==> src/rtl/tbdec_pkg.sv <==
package tbdec_pkg;

  typedef enum logic [1:0] {
    MODE_EDGE  = 2'd0,
    MODE_LEVEL = 2'd1,
    MODE_STOP  = 2'd2,
    MODE_ALT   = 2'd3
  } decMode_e;

  localparam logic [1:0] ADDR_TB_LO = 2'd0;
  localparam logic [1:0] ADDR_TB_HI = 2'd1;
  localparam logic [1:0] ADDR_DEC   = 2'd2;
  localparam logic [1:0] ADDR_HDEC  = 2'd3;

  localparam int N_DEC = 2;

  typedef struct packed {
    logic             tbLoWr;
    logic             tbHiWr;
    logic             tbStep;
    logic [N_DEC-1:0] decWr;
    logic             decStep;
    logic             modeLevel;
    logic             modeStop;
  } strobe_t;

endpackage

==> src/rtl/tbdec_ctrl.sv <==
module tbdec_ctrl
  import tbdec_pkg::*;
(
  input  logic       regWrEn,
  input  logic [1:0] regAddr,
  input  logic       tickEn,
  input  logic       tbRun,
  input  logic [1:0] decMode,
  output strobe_t    strb
);

  decMode_e modeSel;

  always_comb begin
    modeSel        = decMode_e'(decMode);
    strb           = '0;
    strb.tbLoWr    = regWrEn && (regAddr == ADDR_TB_LO);
    strb.tbHiWr    = regWrEn && (regAddr == ADDR_TB_HI);
    strb.tbStep    = tickEn && tbRun;
    strb.decWr[0]  = regWrEn && (regAddr == ADDR_DEC);
    strb.decWr[1]  = regWrEn && (regAddr == ADDR_HDEC);
    strb.decStep   = tickEn;
    strb.modeLevel = (modeSel == MODE_LEVEL);
    strb.modeStop  = (modeSel == MODE_STOP);
  end

endmodule

==> src/rtl/tbdec_chan.sv <==
module tbdec_chan #(
  parameter int W = 32
) (
  input  logic         clk,
  input  logic         rstN,
  input  logic         wr,
  input  logic [W-1:0] wrData,
  input  logic         step,
  input  logic         modeLevel,
  input  logic         modeStop,
  input  logic         ack,
  input  logic         suppress,
  output logic [W-1:0] count,
  output logic         pend
);

  localparam int MSB = W - 1;
  localparam logic [W-1:0] ONE = W'(1);

  logic cntZero, cntOne, stepEvent, wrRaise, raise, levelLower, ackLower;
  logic [W-1:0] nextCnt;

  always_comb begin
    cntZero    = (count == '0);
    cntOne     = (count == ONE);
    stepEvent  = step && !wr && (modeStop ? cntOne : cntZero);
    wrRaise    = wr && ((wrData <= ONE) ||
                        (wrData[MSB] && (modeLevel || !count[MSB])));
    raise      = (stepEvent || wrRaise) && !suppress;
    levelLower = modeLevel && wr && !wrData[MSB];
    ackLower   = !modeLevel && ack;
    if (wr)                       nextCnt = wrData;
    else if (step && modeStop && cntZero) nextCnt = count;
    else if (step)                nextCnt = count - ONE;
    else                          nextCnt = count;
  end

  always_ff @(posedge clk or negedge rstN) begin
    if (!rstN) begin
      count <= '1;
      pend  <= 1'b0;
    end else begin
      count <= nextCnt;
      if (levelLower)    pend <= 1'b0;
      else if (raise)    pend <= 1'b1;
      else if (ackLower) pend <= 1'b0;
    end
  end

  AST_UNDERFLOW_RAISE: assert property (@(posedge clk) disable iff (!rstN)
    (step && !wr && cntZero && !modeStop && !suppress) |=> pend);

  AST_LEVEL_WRITE_CLEAR: assert property (@(posedge clk) disable iff (!rstN)
    (modeLevel && wr && !wrData[MSB]) |=> !pend);

  AST_STOP_FLOOR: assert property (@(posedge clk) disable iff (!rstN)
    (modeStop && step && !wr && cntZero) |=> (count == '0));

  AST_SUPPRESS_HOLD: assert property (@(posedge clk) disable iff (!rstN)
    (suppress && !pend) |=> !pend);

  AST_WRITE_WINS: assert property (@(posedge clk) disable iff (!rstN)
    wr |=> (count == $past(wrData)));

endmodule

==> src/rtl/tbdec_datapath.sv <==
module tbdec_datapath
  import tbdec_pkg::*;
#(
  parameter int DATA_W = 32
) (
  input  logic              clk,
  input  logic              rstN,
  input  strobe_t           strb,
  input  logic [1:0]        regAddr,
  input  logic [DATA_W-1:0] regWrData,
  input  logic [N_DEC-1:0]  ackIn,
  input  logic [N_DEC-1:0]  suppressIn,
  output logic [DATA_W-1:0] regRdData,
  output logic [N_DEC-1:0]  irqOut
);

  localparam int TB_W = 2 * DATA_W;

  logic [TB_W-1:0]   tbReg;
  logic [DATA_W-1:0] decCnt [N_DEC];

  always_ff @(posedge clk or negedge rstN) begin
    if (!rstN) begin
      tbReg <= '0;
    end else if (strb.tbLoWr) begin
      tbReg[DATA_W-1:0] <= regWrData;
    end else if (strb.tbHiWr) begin
      tbReg[TB_W-1:DATA_W] <= regWrData;
    end else if (strb.tbStep) begin
      tbReg <= tbReg + TB_W'(1);
    end
  end

  for (genvar g = 0; g < N_DEC; g++) begin : g_chan
    tbdec_chan #(.W(DATA_W)) u_chan (
      .clk       (clk),
      .rstN      (rstN),
      .wr        (strb.decWr[g]),
      .wrData    (regWrData),
      .step      (strb.decStep),
      .modeLevel (strb.modeLevel),
      .modeStop  (strb.modeStop),
      .ack       (ackIn[g]),
      .suppress  (suppressIn[g]),
      .count     (decCnt[g]),
      .pend      (irqOut[g])
    );
  end

  always_comb begin
    case (regAddr)
      ADDR_TB_LO: regRdData = tbReg[DATA_W-1:0];
      ADDR_TB_HI: regRdData = tbReg[TB_W-1:DATA_W];
      ADDR_DEC:   regRdData = decCnt[0];
      default:    regRdData = decCnt[1];
    endcase
  end

  AST_TB_FROZEN: assert property (@(posedge clk) disable iff (!rstN)
    (!strb.tbStep && !strb.tbLoWr && !strb.tbHiWr) |=> $stable(tbReg));

  AST_TB_LO_KEEPS_HI: assert property (@(posedge clk) disable iff (!rstN)
    strb.tbLoWr |=> (tbReg[TB_W-1:DATA_W] == $past(tbReg[TB_W-1:DATA_W])));

  AST_TB_HI_KEEPS_LO: assert property (@(posedge clk) disable iff (!rstN)
    strb.tbHiWr |=> (tbReg[DATA_W-1:0] == $past(tbReg[DATA_W-1:0])));

endmodule

==> src/rtl/tbdec_unit.sv <==
module tbdec_unit
  import tbdec_pkg::*;
#(
  parameter int DATA_W = 32
) (
  input  logic              clk,
  input  logic              rstN,
  input  logic              tickEn,
  input  logic              tbRun,
  input  logic [1:0]        decMode,
  input  logic              regWrEn,
  input  logic [1:0]        regAddr,
  input  logic [DATA_W-1:0] regWrData,
  output logic [DATA_W-1:0] regRdData,
  input  logic              ackDec,
  input  logic              ackHdec,
  input  logic              pmState,
  output logic              decIrq,
  output logic              hdecIrq
);

  strobe_t          strb;
  logic [N_DEC-1:0] irqVec;

  tbdec_ctrl u_ctrl (
    .regWrEn (regWrEn),
    .regAddr (regAddr),
    .tickEn  (tickEn),
    .tbRun   (tbRun),
    .decMode (decMode),
    .strb    (strb)
  );

  tbdec_datapath #(.DATA_W(DATA_W)) u_dp (
    .clk        (clk),
    .rstN       (rstN),
    .strb       (strb),
    .regAddr    (regAddr),
    .regWrData  (regWrData),
    .ackIn      ({ackHdec, ackDec}),
    .suppressIn ({pmState, 1'b0}),
    .regRdData  (regRdData),
    .irqOut     (irqVec)
  );

  assign decIrq  = irqVec[0];
  assign hdecIrq = irqVec[1];

endmodule

==> config.mk <==
export PLATFORM = sky130hd
export DESIGN_NAME = tbdec_unit
export DESIGN_NICKNAME = d
export VERILOG_FILES = /design/src/rtl/tbdec_pkg.sv /design/src/rtl/tbdec_ctrl.sv /design/src/rtl/tbdec_chan.sv /design/src/rtl/tbdec_datapath.sv /design/src/rtl/tbdec_unit.sv
export SDC_FILE = /design/constraint.sdc
export NUM_CORES = 1
export LEC_CHECK = 0
export BUFFER_PORTS_ARGS = -buffer_cell sky130_fd_sc_hd__buf_2
export CAP_MARGIN = 20
export CORE_UTILIZATION = 50
export DETAILED_ROUTE_END_ITERATION = 8
export HOLD_SLACK_MARGIN = 0.05
export PLACE_DENSITY = 0.69
export SLEW_MARGIN = 20
export SYNTH_ARGS = -nofsm -noshare
export SYNTH_HDL_FRONTEND = slang
export SYNTH_SLANG_ARGS = --single-unit
==> constraint.sdc <==
create_clock -name clk -period 3.64 [get_ports clk]
set_clock_uncertainty 0.1 [all_clocks]
set_input_delay 0.546 -clock clk [delete_from_list [all_inputs] [get_ports clk]]
set_output_delay 0.546 -clock clk [all_outputs]
set_load 0.02 [all_outputs]
# [After elaboration in Yosys (flattened, before gate mapping)]
# Index checks and enable logic that the tools add are counted.
[word_totals] reg_bits=130 inputBits=44 output_inout_bits=34 elab_cells=89
[op_classes] n_addsub=3 order_cmp=1 n_eq_ne=10 n_mux=19 bitwise_logic=1 reduce_logical=49
[ops] op="2-to-1 mux 32 bit" n=9
[ops] op="case mux 32 bit (3 select lines)" n=1
[ops] op="adder 64 x 1 -> 64 bit (second input constant)" n=1
[ops] op="equality test 32 x 1 -> 1 bit (second input constant)" n=2
[ops] op="zero test 32 bit" n=2
[ops] op="2-to-1 mux 64 bit" n=1
[ops] op="subtractor 32 x 1 -> 32 bit (second input constant)" n=2
[ops] op="<= comparator 32 x 1 -> 1 bit (second input constant)" n=1
[ops] op="logical AND 1 bit" n=23
[ops] op="2-to-1 mux 1 bit" n=8
[ops] op="AND reduction 2 bit" n=4
[ops] op="nonzero test 2 bit" n=4
[ops] op="zero test 1 bit" n=7
[ops] op="equality test 2 bit (second input constant)" n=3
[ops] op="logical OR 1 bit" n=6
[ops] op="nonzero test 3 bit" n=2
[ops] op="equality test 2 x 1 -> 1 bit (second input constant)" n=2
[ops] op="!= test 2 bit (second input constant)" n=2
[ops] op="zero test 2 bit" n=1
[ops] op="!= test 2 x 1 -> 1 bit (second input constant)" n=1
[ops] op="inverter 1 bit" n=1

# [Depth between registers and ports, before layout]
[logic_depth] ltp_word=9 mapped_depth=10 ltp_nobuf=8

# [Modules after synthesis]
# Synthesis repeated with hierarchy kept, for this count alone.
[unflattened] hier_cells=1087 area_unflattened_um2=9579.2
[modules_own_cells] module="tbdec_datapath" n_inst=1 cells_each=559 area_per_inst_um2=4994.8 seq_area_each_um2=1601.5
[modules_own_cells] module="tbdec_chan (u_dp.g_chan[0].u_chan)" n_inst=1 cells_each=264 area_per_inst_um2=2259.7 seq_area_each_um2=865.8
[modules_own_cells] module="tbdec_chan (u_dp.g_chan[1].u_chan)" n_inst=1 cells_each=255 area_per_inst_um2=2257.2 seq_area_each_um2=865.8
[modules_own_cells] module="tbdec_ctrl" n_inst=1 cells_each=8 area_per_inst_um2=63.8 seq_area_each_um2=0.0
[modules_own_cells] module="tbdec_unit" n_inst=1 cells_each=1 area_per_inst_um2=3.8 seq_area_each_um2=0.0

# [Worst setup path before layout]
# OpenSTA, ideal clock, no wires.
[synth_path] kind="in2out" start="in regAddr[0]" end="out regRdData[6]" arrival_ps=2118 t_required_ps=2994 setup_slack_ps=876 stages=3 cell_sequence="clkbuf_1 buf_1 mux4_1"
[synth_via] elab_chain_cells=2 word_cells_on_any_way=4 cone_classes="eq/ne (2); mux (1); reduce/logical (1)"
[synth_rtl] item="start, declared" line="tbdec_unit.sv:12" source="input logic [1:0] regAddr,"
[synth_rtl] item="equality test 2 bit (tied with other cells)" line="tbdec_datapath.sv:51" source="case (regAddr)"
[synth_rtl] item="case mux 32 bit (3 select lines) *" line="tbdec_datapath.sv:51"
[synth_rtl] item="end, declared" line="tbdec_unit.sv:14" source="output logic [DATA_W-1:0] regRdData,"
# Every way passes the cells marked *; elsewhere a longest branch is shown, timed or not.

# [Final worst setup path]
[layout_path] start="reg u_dp.g_chan[1].u_chan.count[0]" end="reg u_dp.g_chan[1].u_chan.count[30]"
[layout_via] elab_chain_cells=4 word_cells_on_any_way=8 cone_classes="add/sub (1); eq/ne (1); mux (3); reduce/logical (3)"
[layout_rtl] item="start, declared" line="tbdec_chan.sv:13" source="output logic [W-1:0] count,"
[layout_rtl] item="start signal, assigned" line="tbdec_chan.sv:43" source="count <= nextCnt;"
[layout_rtl] item="subtractor 32 x 1 -> 32 bit / zero test 32 bit (equally long branches)" line="tbdec_chan.sv:34, tbdec_chan.sv:24"
[layout_rtl] item="2-to-1 mux 32 bit / logical AND 1 bit (equally long branches)" line="tbdec_chan.sv:34, tbdec_chan.sv:33"
[layout_rtl] item="2-to-1 mux 32 bit / != test 2 bit (equally long branches)"
[layout_rtl] item="2-to-1 mux 32 bit / AND reduction 2 bit (equally long branches)"
# Parallel ways exist; a longest one is shown, timed or not. The select of a mux whose other input is x is not followed.
# A chain may end at the register's enable or synchronous reset.

==> flow_metrics.tcl <==
set metrics [dict create \
    status "completed" \
    die_width_um 132 \
    placementRows 47 \
    synth_area_leaders "dfstp_2 20%, dfrtp_1 19%, mux4_2 8.2%" \
    grt_pass1_wl_um 42200 \
    antenna_found_initial 0 \
    synth_cells 945 \
    r2r-start "u_dp.g_chan[1].u_chan.count[0]" \
    arrival_ns 3.17 \
    synthArstFlopShare 1.00 \
    hold_depth 3 \
    timing.final.crit_share 0.804 \
    cts_max_level 4 \
    rsz0062_at_grt "false" \
    crit_required_ns 3.88 \
    fin_tns_setup_ns 0 \
    tightest_slew_ns 0.801 \
    swShare 0.343 \
    ant_nets 0 \
    drt_first_pass_iters 5 \
    via_per_inst 6.20 \
    syn-num-nets 994 \
    synth_top_cell_area_share 0.198 \
    ctsResizeCount 0 \
    regToRegSetupSlack_ns 0.71 \
    post_cts_buffers 0 \
    first_iter_violations 858 \
    ctsLongestPathBuffers 2 \
    place_ws_ns 0.765 \
    grt_start_max_net_pins 67 \
    port_buffers 77 \
    p_clk_frac 0.304 \
    synth_edf_count 0 \
    final_max_slew_viol_count 0 \
    max_slew_margin 0.459 \
    pwr-share-seq 0.452 \
    worstSkewPairLatency_ns 0.43 \
    hold_ws_ns 0.283 \
    vdd_drop_max_v 0.000336 \
    vias 7722 \
    ys_ff_latch 130 \
    synth_area_sq_mm 0.00850 \
    max_freq_mhz 342 \
    place_congestion 0.951 \
    yosysTopAreaCell "dfstp_2" \
    setup_viol 0 \
    tritoncts "yes" \
    powerDensity_mw_per_mm2 538 \
    crit_type "flop to flop" \
    cts_root_buf "clkbuf_16" \
    drc_errors 0 \
    hold_end "u_dp.g_chan[0].u_chan.count[22]" \
    fin_nets 1062 \
    min_from "regWrData[22]" \
    cp_max_fo 7 \
    drive_gt1_frac 0.237 \
    fin_ws_ns 0.712 \
    synth_flop_cell "dfrtp_1" \
    grt_pass1_vias 7452 \
    cts_hold_buf 1 \
    syn_avg_cell_area_sq_um 9.00 \
    ys_types 61 \
    clk_pin_slew_ns 0.05 \
    initial_utilization 0.513 \
    hold_viol_final 0 \
    r2r-end "u_dp.g_chan[1].u_chan.count[30]" \
    dpl.hpwl_um 20000 \
    core_area_sq_mm 0.0166 \
    leakage_nw 3.49 \
    grt.total_usage 0.319 \
    die_h_um 132 \
    numClockSinks 130 \
    cp-end-kind "flop" \
    reg2regPathDepth 8 \
    grt_overflow 0 \
    p_int_w 0.00343 \
    maxCapViolCount 0 \
    ys_top_cells_by_count "122 x nor2_1, 97 x nand2_1, 74 x xnor2_1" \
    yosysSeqAreaShare 0.392 \
    startpoint_type "flop" \
    die_area_sq_mm 0.0175 \
    hp-class "input pin to flop" \
    drt_wl_total_um 26800 \
    cts_made_buffers 17 \
    ys.warnings.count 0 \
    power_switching_w 0.00179 \
    area_growth_pct 14.3 \
    pwr-share-comb 0.244 \
    io_pins 78 \
    period_minus_slack_ns 2.93 \
    antenna-diode-count 0 \
    wl_per_cell_um 21.5 \
    yosysMostFrequentCell "nor2_1" \
]
## cell usage in the layout, fill, tap and decap left out, types with 39 or more instances in the layout
master,netlist,final
xnor2_1,74,74
a21oi_1,70,70
nor3_1,41,41
nor2_1,122,120
nor4_1,39,39
dfstp_2,64,64
nand2_1,97,96
dfrtp_1,66,66
o21ai_0,50,50
buf_2,1,76
## registers in the layout, summed over array words and instances, names as in the netlist
| signal | flops |
|---|---|
| u_dp.tbReg | 64 |
| u_dp.g_chan.u_chan.count | 64 |
| u_dp.g_chan.u_chan.pend | 2 |
## worst max-delay path, stage by stage, from the launching register on
cell      delay [ns]
dfstp_2         0.38
inv_1           0.09
ha_1            0.21
or4b_2          0.70
or4_1           0.57
a211oi_4        0.33
nand3b_1        0.15
xor2_1          0.16
a21oi_1         0.17
## per-layer routing
metal  vias up  track usage  share of wire
met4         0        0.113          0.028
li1       3537            -              -
met2       397        0.483           0.44
met3        59       0.0943           0.10
met5         -            0              0
met1      3729        0.437           0.43
## power by group through the flow
stage / clock network (W) / registers (W) / logic, W
global route: 0.00167 / 0.00240 / 0.00139
finish: 0.00159 / 0.00236 / 0.00127
floorplan: 0 / 0.00216 / 0.000945
CTS: 0.00161 / 0.00233 / 0.00127
detailed placement: 0 / 0.00235 / 0.00127
global placement: 0 / 0.00234 / 0.00125
## how the worst max path moves through the flow
stage / from / end / slack [ns]
2_1_floorplan: regAddr[0] / regRdData[6] / 0.88
3_3_place_gp: u_dp.g_chan[1].u_chan.count[0] / u_dp.g_chan[1].u_chan.count[28] / 0.81
3_5_place_dp: u_dp.g_chan[1].u_chan.count[0] / u_dp.g_chan[1].u_chan.count[30] / 0.76
4_1_cts: u_dp.g_chan[1].u_chan.count[0] / u_dp.g_chan[1].u_chan.count[30] / 0.73
5_1_grt: u_dp.g_chan[1].u_chan.count[0] / u_dp.g_chan[1].u_chan.count[30] / 0.57
6_report: u_dp.g_chan[1].u_chan.count[0] / u_dp.g_chan[1].u_chan.count[30] / 0.71
## per-stage QoR
stage	util	instances	power [W]	area (sq um)
finish	0.586	1246	0.00523	9720
detailed placement	0.553	1213	0.00362	9180
floorplan	-	945	0.00310	8500
global route	0.586	1246	0.00546	9720
global placement	0.553	1213	0.00359	9180
CTS	0.586	1246	0.00522	9720
## layout make-up
cell class	count	area, sq um
clock buffer	25	475
multi-input combinational	744	4920
tap	220	275
fill	1485	6860
sequential	130	3330
timing repair buffer	100	579
inverter	20	75.1
clock inverter	7	60.1
## cells by family (layout without fill, tap and decap cells)
group	after synthesis	in the layout	synth area share
and+or+nand+nor	435	435	0.257
AOI/OAI and AO/OA	157	157	0.106
DFF	130	130	0.392
xor gates and xnor gates	108	108	0.111
buffers and inverters	71	152	0.0324
muxes	39	39	0.0936
adders and majority gates	5	5	0.00736
Note: power is estimated with default switching activity, not from simulation.
